$ cat config.mk
export PLATFORM = sky130hd
export DESIGN_NAME = process_timeout_scanner
export DESIGN_NICKNAME = d
export VERILOG_FILES = /design/src/rtl/process_timeout_scanner.sv
export SDC_FILE = /design/constraint.sdc
export NUM_CORES = 2
export LEC_CHECK = 0
export BUFFER_PORTS_ARGS = -buffer_cell sky130_fd_sc_hd__clkbuf_2
export CAP_MARGIN = 20
export CORE_AREA = 8 8 451 895
export CTS_CLUSTER_SIZE = 40
export DETAILED_ROUTE_END_ITERATION = 8
export DIE_AREA = 0 0 459 903
export MAX_ROUTING_LAYER = met4
export PLACE_DENSITY = 0.69
export SYNTH_ARGS = -nofsm -noshare
export SYNTH_HDL_FRONTEND = slang
export SYNTH_SLANG_ARGS = --single-unit
$ cat constraint.sdc
create_clock -name clk -period 14.4 [get_ports clk]
set_input_delay 2.16 -clock clk [delete_from_list [all_inputs] [get_ports clk]]
set_output_delay 2.16 -clock clk [all_outputs]
set_load 0.02 [all_outputs]
$ cat src/rtl/process_timeout_scanner.sv
`timescale 1ns/1ps
module process_timeout_scanner #(
  parameter int ADDR_W   = 8,
  parameter int DATA_W   = 16,
  parameter int BASE     = 64,
  parameter int STRIDE   = 4,
  parameter int CNT_ADDR = 1,
  parameter int FL_OFS   = 1,
  parameter int TO_OFS   = 3,
  parameter int WAIT_BIT = 1,
  parameter int DIV_N    = 3
) (
  input  logic              clk,
  input  logic              rst_n,
  input  logic              tick,
  input  logic              wr_en,
  input  logic [ADDR_W-1:0] wr_addr,
  input  logic [DATA_W-1:0] wr_data,
  input  logic [ADDR_W-1:0] rd_addr,
  output logic [DATA_W-1:0] rd_data,
  input  logic [DATA_W-1:0] wait_in,
  output logic [DATA_W-1:0] deadline,
  output logic [DATA_W-1:0] cur_time,
  output logic              busy,
  output logic              scan_done,
  output logic              rq_req,
  output logic [ADDR_W-1:0] rq_handle,
  input  logic              rq_done
);
  localparam int DEPTH = 1 << ADDR_W;
  localparam int CAP   = (DEPTH - BASE) / STRIDE;
  localparam int IW    = $clog2(CAP + 1);
  localparam int DW    = (DIV_N > 1) ? $clog2(DIV_N) : 1;

  typedef enum logic [2:0] {S_IDLE, S_CNT, S_CHK, S_CLRT, S_CLRF, S_REQ, S_FIN} st_t;

  st_t st;
  logic [DATA_W-1:0] mem [DEPTH];
  logic [IW-1:0]     idx, limit;
  logic [DW-1:0]     div;
  logic              pend;
  logic [DATA_W-1:0] now;

  logic [ADDR_W-1:0] base, to_addr, fl_addr;
  logic [DATA_W-1:0] to_word, fl_word, cnt_word, sum;
  logic [IW-1:0]     lim_c;
  logic              hit, last;
  logic              mw_en;
  logic [ADDR_W-1:0] mw_addr;
  logic [DATA_W-1:0] mw_data;

  assign base     = ADDR_W'(BASE) + ADDR_W'(idx) * ADDR_W'(STRIDE);
  assign to_addr  = base + ADDR_W'(TO_OFS);
  assign fl_addr  = base + ADDR_W'(FL_OFS);
  assign to_word  = mem[to_addr];
  assign fl_word  = mem[fl_addr];
  assign cnt_word = mem[CNT_ADDR];
  assign lim_c    = (cnt_word > DATA_W'(CAP)) ? IW'(CAP) : IW'(cnt_word);
  assign hit      = (to_word != '0) && (to_word == now);
  assign last     = (idx == limit - 1'b1);

  assign sum      = now + wait_in;
  assign deadline = (wait_in == '0) ? '0 : ((sum == '0) ? DATA_W'(1) : sum);

  assign rd_data   = mem[rd_addr];
  assign cur_time  = now;
  assign busy      = (st != S_IDLE);
  assign scan_done = (st == S_FIN);
  assign rq_req    = (st == S_REQ);
  assign rq_handle = base;

  always_comb begin
    mw_en   = 1'b0;
    mw_addr = wr_addr;
    mw_data = wr_data;
    if (st == S_CLRT) begin
      mw_en   = 1'b1;
      mw_addr = to_addr;
      mw_data = '0;
    end else if (st == S_CLRF) begin
      mw_en   = 1'b1;
      mw_addr = fl_addr;
      mw_data = fl_word & ~(DATA_W'(1) << WAIT_BIT);
    end else if (st == S_IDLE) begin
      mw_en = wr_en;
    end
  end

  always_ff @(posedge clk)
    if (mw_en) mem[mw_addr] <= mw_data;

  always_ff @(posedge clk) begin
    if (!rst_n) begin
      st    <= S_IDLE;
      idx   <= '0;
      limit <= '0;
      div   <= DW'(DIV_N - 1);
      pend  <= 1'b0;
      now   <= '0;
    end else begin
      if (st != S_IDLE && tick) pend <= 1'b1;
      case (st)
        S_IDLE: if (tick || pend) begin
          pend <= pend & tick;
          if (div == '0) begin
            div <= DW'(DIV_N - 1);
            now <= now + 1'b1;
            st  <= S_CNT;
          end else begin
            div <= div - 1'b1;
          end
        end
        S_CNT: begin
          idx   <= '0;
          limit <= lim_c;
          st    <= (lim_c == '0) ? S_FIN : S_CHK;
        end
        S_CHK: begin
          if (hit)       st  <= S_CLRT;
          else if (last) st  <= S_FIN;
          else           idx <= idx + 1'b1;
        end
        S_CLRT: st <= S_CLRF;
        S_CLRF: st <= S_REQ;
        S_REQ: if (rq_done) begin
          if (last) st <= S_FIN;
          else begin
            idx <= idx + 1'b1;
            st  <= S_CHK;
          end
        end
        S_FIN:   st <= S_IDLE;
        default: st <= S_IDLE;
      endcase
    end
  end
endmodule

==> reports/results.ini <==
[layout]
area.growth.synth_to_final_pct = 12.3
stdcell_area_sq_mm = 0.197
filler_cell_count = 30600
multiInputGateArea_sq_mm = 0.0505
layout-drive-gt1-share_pct = 37.0
design.final.nets = 8335
seq_area_sq_mm = 0.124

[power_and_ir_drop]
power_density_mw_per_mm2 = 144
pwr-share-comb_pct = 12.8
ir_worst_vdd_mv = 0.202
power.sequential.fraction_pct = 51.6
switching_power_mw = 7.31
cell_internal_pwr_mw = 21.2
clock_power_share_pct = 35.6
p_leak_nw = 59.3
report.power.total_mw = 28.5
power.share.switching_pct = 25.7

[synthesis]
synth_top_area_share_pct = 70.0
synth_enable_flop_cells = 4096
netlist_top_cells_area = edfxtp_1, mux4_2, mux2i_1, nor2_1, a22oi_1
synth-seq-area-share_pct = 70.4
yosys_register_bits = 4130
synth_flop_cell = edfxtp_1
synthesis_warning_total = 0
synth_area_per_cell_sq_um = 22.2
syn-instance-count = 7898
yosys.cell_types.count = 77
synthArstFlopShare_pct = 0
summed_instance_area_of_the_synthesized_netlist_sq_mm = 0.176
yosysTopAreaCell = edfxtp_1

[min_path]
tightest_hold_check_type = register to register
worstHoldStart = div[0]$_SDFFE_PN0P_
worst_hold_path.num_cells = 2
whs_endpoint = div[0]$_SDFFE_PN0P_

[placement]
dpl.hpwl_mm = 370
placed_area_sq_mm = 0.185
numPortBuffers = 109
final_gp_congestion = 0.976

[global_route]
globalRoute.totalOverflow = 0
antenna_found_initial = 49
track_usage_pct = 29.3
first_global_vias = 92700
maximum_number_of_pins_on_one_net_before_global_route_repair = 257
grt_pass1_wl_mm = 809

[clock_network]
htree_num_levels = 5
cts_hold_buffers = 0
clkSinkCount = 4130
post-cts-setup-buffer-count = 0
clk-insertion-delay-late_ps = 980
cts_resized = 0
cts_buffer_depth = 4
cts-root-buf = clkbuf_16
tritoncts_clock_tree = yes
numCtsBuffers = 376
worst_setup_hold_path_clk_slew_ps = 60

[routing]
routed_wl_mm = 605
first_pass_detailed_route_iteration_total = 6
detailedRoute.firstIterationViolations = 18500
detail-route-antenna-nets = 0
post-route-drc-count = 0
via_per_inst = 6.96
route.detailed.wl_per_inst_um = 43.7
route.vias.total = 96400

[sta]
final-max-slew-violation-count = 0
total_negative_slack_for_setup_checks_ps = 0
hold_violations = 0
finalClockSkew_ps = 52.9
final_worst_path_period_share_pct = 63.5
grt_setup_unrepaired = false
timing.fmax_mhz = 109
relSlewSlack_pct = 12.0
finalCriticalPeriod_ps = 9140
timing.hold.ws_ps = 511
worst_max_slew_pin_slew_ps = 1310
final_report_setup_violation_count = 0

[setup_path]
critical_path.reg2reg.endpoint = idx[5]$_SDFFE_PN0P_
endpoint_kind = output pin
critical_path_peak_fanout = 70
worstRegToRegCells = 14
startpoint_type = primary input
critical_path_rt_ps = 12240
cp.arrival_ps = 6980
r2r_setup_slack_ps = 7360
rr_startpoint = idx[1]$_SDFFE_PN0P_
path_class = primary input to output pin

[die]
chipHeight_um = 903
num_rows = 326
area_enclosed_by_the_die_boundary_sq_mm = 0.414
io_pins = 112
core_region_area_sq_mm = 0.392
floorplan.die.width_um = 459
start_util_pct = 44.8

[job]
drv.max_cap_violation_count = 0

[status]
result_of_the_run = finished, final reports clean

==> Yosys cell counts (25+ instances only) <==
library cell and instances:
buf_4 31, buf_1 112, mux4_2 1767, buf_2 100, mux2i_1 335, o21ai_0 27, nor2_1 349, a22oi_1 142
nand3_1 110, clkbuf_1 284, nand4_1 32, edfxtp_1 4096, nand2_1 88, xnor2_1 25, xor2_1 25, a21oi_1 41
nor3_1 33, dfxtp_1 34
==> cell usage in the layout, fill, tap and decap left out, types with 16 or more instances in the layout <==
master / Yosys / layout
clkbuf_1: 284 / 70
xnor2_1: 25 / 25
o21ai_0: 27 / 25
clkinv_1: 2 / 80
buf_4: 31 / 388
nand2_1: 88 / 88
diode_2: 0 / 34
nand4_1: 32 / 32
xor2_1: 25 / 25
clkbuf_16: 0 / 385
a21oi_1: 41 / 39
nor3_1: 33 / 16
nand3_1: 110 / 96
nor2_4: 0 / 32
clkbuf_2: 0 / 103
nor2_2: 2 / 226
clkinv_2: 0 / 65
dfxtp_1: 34 / 28
mux4_2: 1767 / 1767
a22oi_1: 142 / 142
edfxtp_1: 4096 / 4096
buf_12: 2 / 26
bufinv_16: 0 / 39
ha_1: 20 / 20
clkinvlp_4: 0 / 30
nor3_2: 2 / 18
nor2_1: 349 / 93
mux2i_1: 335 / 335
==> flip-flops by register name, summed over array words and instances (netlist names) <==
| register | cells |
|---|---|
| mem | 4096 |
| cur_time | 16 |
| idx | 6 |
| limit | 6 |
| st | 3 |
| div | 2 |
| pend | 1 |
==> cell families after synthesis <==
kind of cell	Yosys count	share of synthesized area, %
flops	4130	70.4
mux	2119	24.7
simple gates	701	1.81
buf+inv	562	1.43
compound gates	314	1.29
xor+xnor	50	0.249
fa+ha+maj	21	0.154
other cells	1	0.00213
==> area by class of cell <==
type	instances	share of cell area, %
Clock inverter	233	1.15
Inverter	16	0.0304
Clock buffer	455	5.02
Sequential cell	4130	62.7
Multi-Input combinational cell	3207	25.6
Timing Repair Buffer	530	2.12
Antenna cell	34	0.0431
Tap cell	5248	3.33
==> worst max-delay path, cell delays in order <==
cell and delay (ps):
buf_12 470, buf_4 870, buf_4 590, mux4_2 590, mux4_2 580, mux4_2 710
mux4_2 600, clkbuf_2 200
==> per-layer routing <==
| metal | global-route usage, % | vias up | routed length (um) |
|---|---|---|---|
| met5 | - | - | 0 |
| met4 | 17.8 | 0 | 49200 |
| met3 | 11.5 | 1644 | 99300 |
| met2 | 40.3 | 8698 | 258000 |
| met1 | 36.8 | 51000 | 198000 |
| li1 | - | 35100 | - |
==> power by group through the flow <==
| stage | sequential [mW] | combinational (mW) | clock, mW |
|---|---|---|---|
| 2_1_floorplan | 15.5 | 1.91 | 0 |
| 3_3_place_gp | 15.0 | 3.40 | 0 |
| 3_5_place_dp | 15.0 | 3.48 | 0 |
| 4_1_cts | 14.7 | 3.47 | 10.2 |
| 5_1_grt | 14.7 | 3.71 | 10.6 |
| 6_report | 14.7 | 3.64 | 10.2 |
==> worst max-delay path by stage <==
stage	from	to	slack (ps)	cells past startpoint
after floorplan	idx[1]$_SDFFE_PN0P_	mem[0][10]$_DFFE_PP_	80	12
final	rd_addr[0]	rd_data[11]	5260	8
after global placement	rd_addr[0]	rd_data[12]	5250	8
after CTS	rd_addr[0]	rd_data[12]	5240	8
after global routing	rd_addr[0]	rd_data[11]	5050	8
after detailed placement	rd_addr[0]	rd_data[11]	5230	8
==> metrics by stage <==
stage / cells / utilization, % / worst slack [ps]
2_1_floorplan: 7899 / - / 81.0
3_3_place_gp: 13100 / 47.1 / 5250
3_5_place_dp: 13100 / 47.1 / 5230
4_1_cts: 13800 / 50.2 / 5240
5_1_grt: 13800 / 50.3 / 5050
6_report: 13900 / 50.3 / 5260
No activity file was read; power rests on OpenSTA's default activity.
